--- src/rtl/cil_pkg.sv ---
package cil_pkg;

  typedef enum logic [2:0] {
    ST_IDLE = 3'd0,
    ST_HDR  = 3'd1,
    ST_SCAN = 3'd2,
    ST_HOLD = 3'd3,
    ST_FWD  = 3'd4
  } cil_state_e;

  localparam int unsigned HDR_FIRST  = 15;
  localparam int unsigned HDR_FIELDS = 4;
  localparam int unsigned HDR_GAP    = 3;
  localparam int unsigned RAW_RUN    = 4;

  localparam logic [7:0] FILL_BYTE = 8'hFF;
  localparam logic [3:0] SYNC_HI   = 4'h3;

  // offset of the next header field given the current length byte
  function automatic logic [31:0] next_field(input logic [31:0] pos, input logic [7:0] len);
    return pos + 32'(len) + 32'(HDR_GAP);
  endfunction

  // second byte of the compressed-mode marker
  function automatic logic is_sync_tail(input logic [7:0] b);
    return b[7:4] == SYNC_HI;
  endfunction

  // first payload offset given the offset of the byte completing the match
  function automatic logic [31:0] first_payload(input logic cmp, input logic [31:0] at);
    return cmp ? at + 32'd1 : at - 32'(RAW_RUN - 1);
  endfunction

endpackage

--- src/rtl/cil_hdr_walk.sv ---
module cil_hdr_walk
  import cil_pkg::*;
#(
  parameter int SZW = 16
) (
  input  logic           clk,
  input  logic           rst_n,
  input  logic           clear_i,
  input  logic           step_i,
  input  logic [SZW-1:0] idx_i,
  input  logic [7:0]     byte_i,
  output logic           field_hit_o,
  output logic           done_o,
  output logic           at_base_o
);

  localparam int CW = $clog2(HDR_FIELDS + 1);

  logic [31:0]   next_q;
  logic [CW-1:0] left_q;
  logic [31:0]   idx_w;

  assign idx_w       = 32'(idx_i);
  assign done_o      = (left_q == '0);
  assign field_hit_o = !done_o && (idx_w == next_q);
  assign at_base_o   = done_o && (idx_w == next_q);

  always_ff @(posedge clk or negedge rst_n) begin
    if (!rst_n) begin
      next_q <= 32'(HDR_FIRST);
      left_q <= CW'(HDR_FIELDS);
    end else if (clear_i) begin
      next_q <= 32'(HDR_FIRST);
      left_q <= CW'(HDR_FIELDS);
    end else if (step_i && field_hit_o) begin
      next_q <= next_field(next_q, byte_i);
      left_q <= left_q - CW'(1);
    end
  end

endmodule

--- src/rtl/cil_sync_match.sv ---
module cil_sync_match
  import cil_pkg::*;
#(
  parameter int SZW = 16
) (
  input  logic           clk,
  input  logic           rst_n,
  input  logic           clear_i,
  input  logic           cmp_i,
  input  logic           step_i,
  input  logic [7:0]     byte_i,
  input  logic [SZW-1:0] idx_i,
  output logic           hit_o,
  output logic [SZW-1:0] hit_ofs_o
);

  localparam int RW = $clog2(RAW_RUN);

  logic [RW-1:0] run_q;
  logic          prev_ff_q;
  logic          is_ff;
  logic          run_hit;
  logic          sync_hit;

  assign is_ff     = (byte_i == FILL_BYTE);
  assign run_hit   = is_ff && (run_q == RW'(RAW_RUN - 1));
  assign sync_hit  = prev_ff_q && is_sync_tail(byte_i);
  assign hit_o     = step_i && (cmp_i ? sync_hit : run_hit);
  assign hit_ofs_o = SZW'(first_payload(cmp_i, 32'(idx_i)));

  always_ff @(posedge clk or negedge rst_n) begin
    if (!rst_n) begin
      run_q     <= '0;
      prev_ff_q <= 1'b0;
    end else if (clear_i) begin
      run_q     <= '0;
      prev_ff_q <= 1'b0;
    end else if (step_i) begin
      prev_ff_q <= is_ff;
      if (!is_ff)       run_q <= '0;
      else if (!run_hit) run_q <= run_q + RW'(1);
    end
  end

endmodule

--- src/rtl/cil_emit.sv ---
module cil_emit
  import cil_pkg::*;
(
  input  logic       clk,
  input  logic       rst_n,
  input  logic       load_i,
  input  logic       hold_i,
  input  logic       fwd_i,
  input  logic [7:0] in_data_i,
  input  logic       in_valid_i,
  input  logic       out_ready_i,
  output logic [7:0] out_data_o,
  output logic       out_valid_o,
  output logic       drained_o
);

  localparam int PW = $clog2(RAW_RUN + 1);

  logic [PW-1:0] pend_q;

  always_comb begin
    out_valid_o = 1'b0;
    out_data_o  = 8'h00;
    if (hold_i) begin
      out_valid_o = 1'b1;
      out_data_o  = FILL_BYTE;
    end else if (fwd_i) begin
      out_valid_o = in_valid_i;
      out_data_o  = in_data_i;
    end
  end

  assign drained_o = hold_i && out_ready_i && (pend_q == PW'(1));

  always_ff @(posedge clk or negedge rst_n) begin
    if (!rst_n)                                   pend_q <= '0;
    else if (load_i)                              pend_q <= PW'(RAW_RUN);
    else if (hold_i && out_ready_i && pend_q != '0) pend_q <= pend_q - PW'(1);
  end

endmodule

--- src/rtl/cfg_image_locator.sv ---
module cfg_image_locator
  import cil_pkg::*;
#(
  parameter int SZW = 16
) (
  input  logic           clk,
  input  logic           rst_n,
  input  logic           start_i,
  input  logic           mode_i,
  input  logic [SZW-1:0] img_size_i,
  input  logic [7:0]     in_data,
  input  logic           in_valid,
  output logic           in_ready,
  output logic [7:0]     out_data,
  output logic           out_valid,
  input  logic           out_ready,
  output logic           payload_start,
  output logic [SZW-1:0] payload_offset,
  output logic           not_found
);

  cil_state_e     st_q, st_d;
  logic           cmp_q;
  logic [SZW-1:0] size_q;
  logic [SZW-1:0] idx_q;
  logic           ps_q;
  logic [SZW-1:0] ofs_q;
  logic           nf_q;
  logic           tail_q;

  // named events (also observed by the checker)
  logic           launch;
  logic           acc;
  logic           last_byte;
  logic           hdr_step;
  logic           scan_step;
  logic           hit_ev;
  logic           end_miss_ev;
  logic           hold_act;
  logic           fwd_act;
  logic           drained;
  logic           field_hit;
  logic           hdr_done;
  logic           at_base;
  logic [SZW-1:0] hit_ofs;

  assign launch    = (st_q == ST_IDLE) && start_i;
  assign hold_act  = (st_q == ST_HOLD);
  assign fwd_act   = (st_q == ST_FWD);
  assign in_ready  = ((st_q == ST_HDR) && !at_base) || (st_q == ST_SCAN) || (fwd_act && out_ready);
  assign acc       = in_valid && in_ready;
  assign last_byte = (idx_q == size_q - SZW'(1));
  assign hdr_step  = acc && (st_q == ST_HDR);
  assign scan_step = acc && (st_q == ST_SCAN);
  assign end_miss_ev = (hdr_step || scan_step) && last_byte && !hit_ev;

  cil_hdr_walk #(.SZW(SZW)) hdr_i (
    .clk        (clk),
    .rst_n      (rst_n),
    .clear_i    (launch),
    .step_i     (hdr_step),
    .idx_i      (idx_q),
    .byte_i     (in_data),
    .field_hit_o(field_hit),
    .done_o     (hdr_done),
    .at_base_o  (at_base)
  );

  cil_sync_match #(.SZW(SZW)) match_i (
    .clk      (clk),
    .rst_n    (rst_n),
    .clear_i  (launch),
    .cmp_i    (cmp_q),
    .step_i   (scan_step),
    .byte_i   (in_data),
    .idx_i    (idx_q),
    .hit_o    (hit_ev),
    .hit_ofs_o(hit_ofs)
  );

  cil_emit emit_i (
    .clk        (clk),
    .rst_n      (rst_n),
    .load_i     (hit_ev && !cmp_q),
    .hold_i     (hold_act),
    .fwd_i      (fwd_act),
    .in_data_i  (in_data),
    .in_valid_i (in_valid),
    .out_ready_i(out_ready),
    .out_data_o (out_data),
    .out_valid_o(out_valid),
    .drained_o  (drained)
  );

  always_comb begin
    st_d = st_q;
    unique case (st_q)
      ST_IDLE: if (launch) st_d = mode_i ? ST_SCAN : ST_HDR;
      ST_HDR: begin
        if (end_miss_ev)                 st_d = ST_IDLE;
        else if (at_base && hdr_done)    st_d = ST_SCAN;
      end
      ST_SCAN: begin
        if (hit_ev) begin
          if (!cmp_q)         st_d = ST_HOLD;
          else if (last_byte) st_d = ST_IDLE;
          else                st_d = ST_FWD;
        end else if (end_miss_ev) begin
          st_d = ST_IDLE;
        end
      end
      ST_HOLD: if (drained) st_d = tail_q ? ST_IDLE : ST_FWD;
      ST_FWD:  if (acc && last_byte) st_d = ST_IDLE;
      default: st_d = ST_IDLE;
    endcase
  end

  always_ff @(posedge clk or negedge rst_n) begin
    if (!rst_n) begin
      st_q   <= ST_IDLE;
      cmp_q  <= 1'b0;
      size_q <= '0;
      idx_q  <= '0;
      ps_q   <= 1'b0;
      ofs_q  <= '0;
      nf_q   <= 1'b0;
      tail_q <= 1'b0;
    end else begin
      st_q <= st_d;
      ps_q <= hit_ev;
      if (launch) begin
        cmp_q  <= mode_i;
        size_q <= img_size_i;
        idx_q  <= '0;
        nf_q   <= 1'b0;
      end else if (acc) begin
        idx_q <= idx_q + SZW'(1);
      end
      if (end_miss_ev) nf_q <= 1'b1;
      if (hit_ev) begin
        ofs_q  <= hit_ofs;
        tail_q <= last_byte;
      end
    end
  end

  assign payload_start  = ps_q;
  assign payload_offset = ofs_q;
  assign not_found      = nf_q;

endmodule

--- config.mk ---
export PLATFORM = sky130hd
export DESIGN_NAME = cfg_image_locator
export DESIGN_NICKNAME = d
export VERILOG_FILES = /design/src/rtl/cil_pkg.sv /design/src/rtl/cil_hdr_walk.sv /design/src/rtl/cil_sync_match.sv /design/src/rtl/cil_emit.sv /design/src/rtl/cfg_image_locator.sv
export SDC_FILE = /design/constraint.sdc
export NUM_CORES = 1
export LEC_CHECK = 0
export ABC_AREA = 1
export ABC_CLOCK_PERIOD_IN_PS = 3100
export BUFFER_PORTS_ARGS = -buffer_cell sky130_fd_sc_hd__buf_2
export CORE_MARGIN = 2
export CORE_UTILIZATION = 40
export CTS_BUF_LIST = sky130_fd_sc_hd__clkbuf_8
export CTS_CLUSTER_DIAMETER = 120
export DETAILED_ROUTE_END_ITERATION = 7
export GPL_TIMING_DRIVEN = 1
export SLEW_MARGIN = 20
export SYNTH_ARGS = -nofsm -noshare
export SYNTH_HDL_FRONTEND = slang
export SYNTH_SLANG_ARGS = --single-unit
--- constraint.sdc ---
create_clock -name clk -period 3.1 [get_ports clk]
set_input_delay 0.465 -clock clk [delete_from_list [all_inputs] [get_ports clk]]
set_output_delay 0.465 -clock clk [all_outputs]
set_load 0.02 [all_outputs]
==> summary.md <==
| Metric | Value |
|---|---|
| Yosys warns | 0 |
| H-tree levels | 3 |
| Synthesized area | 6183 um2 |
| Post-DRT Antenna Nets | 0 |
| DRC errors left | 0 |
| Worst-margin pin slew | 0.7757 ns |
| Gr usage total | 20.53% |
| Net Switching | 0.002621 W |
| Pin count of the biggest net entering global routing | 83 |
| Syn Area/Cell | 7.173 um2 |
| Clock share of power | roughly 14% |
| Starting density of the core | 40.83% |
| Total number of vias | 5447 |
| Placer congestion estimate | 0.8543 |
| Vias in the first global route | 5201 |
| Final-layout fill cell count | 1544 |
| Routed wire per std cell | 14.18 um |
| Antenna violations before repair | 0 |
| Area delta synth->final | 10.91% |
| CP max FO | 3 |
| Grt ovf | 0 |
| Post-synth top area cell | dfrtp_1 |
| CTS Buf Count | 9 |
| Top post-synthesis cells by area | dfrtp_1, nand2_1, inv_1, ha_1, nor2_1 |
| RSZ-0062 raised after global routing | false |
| CTS Buffer Depth | 2 |
| I/O Buffers | 57 |
| Post-synth cell types | 41 |
| Pwr dens | 810.1 nW/um2 |
| Most used cell along the critical path | nand2_1 |
| 1st-iter DRT viols | approximately 470 |
| Std cell rows | 45 |
| Syn Nets | 917 |
| CP max stage cell | dfstp_2 |
| Synth top area share | 36.83% |
| Final Non-Filler Cells | between 1k and 1.5k |
| Family with the most delay on the worst path | adder cells |
| CP cell instances | inv_1, ha_1, inv_1, ha_1, inv_1, fa_1, o21ai_1, nand2_1, nand2_1, a21oi_1, o21ai_0, nand2_1, nand2_1, inv_1, nor3_2, nand2_1, nand2_1, nor2_1 |
| Drt pass-1 iters | 5 |
| EDFF count, synth | 0 |
| Worst Setup End Kind | flip-flop |
| Sequential Power Share | 33.7% |
| Routed wire length | 15760 um |
| Die area | 16470 um2 |
| Shortest period the worst path allows | 2.811 ns |
| Vias/cell | 4.898 |
| Clock slew at reported path FFs | around 0.090 ns |
| Static Leakage | between 3 and 4 nW |
| Final period utilization | about nine tenths |
| Count of final max-slew check failures | 0 |
| Status | finished, final reports clean |
| Post-synthesis cell count | roughly 860 |
| Crit-path max cell delay | 0.55 ns |
| Final setup viols | 0 |
| Max cap viols | 0 |
| Sequential fraction of the synthesis area | 38.95% |
| Layout cells sized above 1 | roughly an eighth |
| Sw frac | 47.18% |
| CTS root buf | clkbuf_8 |
| Nets@finish | a little under 1k |
| Die height | between 100 and 150 um |
| IO Pins | slightly below 60 |
| Max Clk Rate | 355.7 MHz |
| CTS tree | done |
| Buf/Inv on CP | 4 |
| Async SR Flop Fraction | 100.0% |
| Number of antenna diodes | 0 |
| Worst-skew pair later-pin latency | between 0.3 and 0.4 ns |
| Startpoint type of the worst setup path | flip-flop |
| Clock skew | 0.01158 ns |
| Worst reg2reg startpoint | hdr_i.next_q[1]$_DFFE_PN1P_ |
| CP Class | flip-flop to flip-flop |
| Die width | 128.3 um |
| Worst path required time | 3.38 ns |
| Synth Flop Type | dfrtp_1 |
| Core ar. | 15150 um2 |
| Setup TNS | 0 ns |
| Hold WS | 0.1404 ns |
| Number of post-CTS setup repair buffers | 0 |
| Worst path arrival time | a little over 3 ns |
| Dpl hpwl | about 12000 um |
| Final hold viol count | 0 |
| Combinational fraction of design power | 52.0% |
| Max VDD drop | 0.0002223 V |
| First-pass GRT wire length | 26530 um |
| CTS Sinks | 96 |
| CP startpoint | hdr_i.next_q[1]$_DFFE_PN1P_ |
| #FFs+latches synth | 96 |
| Placed cells | 1097 |
| Internal | 0.002935 W |
| Worst rel slew slack | 48.29% |
| Type of the tightest min-delay check | input port to asynchronous set/reset pin |
[layout by cell type, fill, tap and decap left out, types with 4 or more instances in the layout]
cell,Yosys,final
nor4_1,4,4
o221ai_1,4,4
nand3b_1,6,6
xnor2_1,11,11
nor3_1,7,7
o211ai_1,8,8
clkbuf_8,0,12
dfstp_2,5,5
o21ai_0,54,53
inv_1,117,118
buf_2,3,56
o22ai_1,9,9
buf_4,6,14
ha_1,24,24
xor2_1,27,27
nand3_1,45,45
o31ai_1,4,4
nor2_2,4,4
dfrtp_1,91,91
nand2_1,272,272
inv_2,12,12
nand4_1,10,10
o21ai_1,6,7
a21oi_1,18,18
nor2_1,75,75
nor3_2,4,4
[repair_timing]
item,in CTS,in global routing
setup endpoints to repair,0,3
resized for setup,0,1
hold buffers,0,0
[path summary, 6_finish.rpt]
check,endpoint,slack [ns],cells past startpoint
setup / recovery,hdr_i.next_q[13]$_DFFE_PN0P_,0.29,18
hold / removal,hdr_i.next_q[9]$_DFFE_PN0P_,0.14,1
setup reg to reg,hdr_i.next_q[13]$_DFFE_PN0P_,0.29,18
hold reg to reg,hdr_i.next_q[22]$_DFFE_PN0P_,0.47,2
max in group asynchronous,emit_i.pend_q[0]$_DFFE_PN0P_,2.28,2
min in group clk,size_q[10]$_DFFE_PN0P_,0.28,3
[synth_stat cells (all sizes together) (4+ instances only)]
cell	number
a21oi	18
buf	13
clkbuf	11
dfrtp	91
dfstp	5
ha	24
inv	130
nand2	276
nand3	47
nand3b	6
nand4	10
nor2	82
nor3	11
nor4	4
o211ai	8
o21ai	60
o221ai	4
o22ai	9
o31ai	4
xnor2	11
xor2	27
[logic make-up after synthesis]
kind of cell               count (synthesis)  share of synthesized area (%)
and+or+nand+nor                          438                          30.03
buffers and inverters                    154                          10.20
AOI/OAI and AO/OA                        111                          10.26
DFF                                       96                          38.95
xor gates and xnor gates                  38                          5.382
adders and majority gates                 25                          5.180
[per-stage QoR]
step | utilization [%] | area, um2 | setup WS, ns | total power (W)
2_1_floorplan | - | 6183 | 0.4539 | 0.003994
3_3_place_gp | 44.05 | 6671 | 0.2320 | 0.004765
3_5_place_dp | 44.05 | 6671 | 0.1534 | 0.004787
4_1_cts | 45.25 | 6854 | 0.1816 | 0.005609
5_1_grt | 45.28 | 6858 | 0.001309 | 0.006110
6_report | 45.28 | 6858 | 0.2888 | 0.005555
[layout make-up]
cell class | count | area, um2 | share of cell area (%)
well taps | 188 | 235.2 | 3.430
repair buffers | 71 | 396.6 | 5.784
clock inverters | 3 | 17.52 | 0.2554
flip-flops and latches | 96 | 2409 | 35.12
multi-input cells | 612 | 3144 | 45.85
inverters | 130 | 490.5 | 7.152
clock buffers | 12 | 165.2 | 2.408
[flip-flops by register name (all words and copies together) (netlist names), 2 cells and up]
| name | flops |
|---|---|
| payload_offset | 16 |
| emit_i.pend_q | 3 |
| idx_q | 16 |
| size_q | 16 |
| hdr_i.left_q | 3 |
| match_i.run_q | 2 |
| st_q | 3 |
| hdr_i.next_q | 32 |
[power by group through the flow]
stage / registers (W) / logic, W / clock network, W
detailed placement: 0.00190 / 0.00289 / 0
floorplan: 0.00194 / 0.00205 / 0
CTS: 0.00188 / 0.00290 / 0.000832
global route: 0.00193 / 0.00330 / 0.000887
finish: 0.00187 / 0.00289 / 0.000792
global placement: 0.00190 / 0.00287 / 0
[worst register-to-register path, cell delays in order, from the launching register on]
cell and delay [ns]:
dfstp_2 0.55, inv_1 0.05, ha_1 0.26, inv_1 0.06, ha_1 0.17, inv_1 0.06
fa_1 0.41, o21ai_1 0.22, nand2_1 0.07, nand2_1 0.06, a21oi_1 0.09, o21ai_0 0.17
nand2_1 0.07, nand2_1 0.08, inv_1 0.07, nor3_2 0.17, nand2_1 0.07, nand2_1 0.06
nor2_1 0.04
[metal layers]
metal / vias up / wire length [um] / GRT usage (%)
met5: - / 0 / 0
met4: 0 / 155 / 6.723
met3: 10 / 584 / 3.410
met2: 103 / 7026 / 31.57
met1: 2491 / 7997 / 29.54
li1: 2843 / - / -
(Power assumes the default switching activity.)
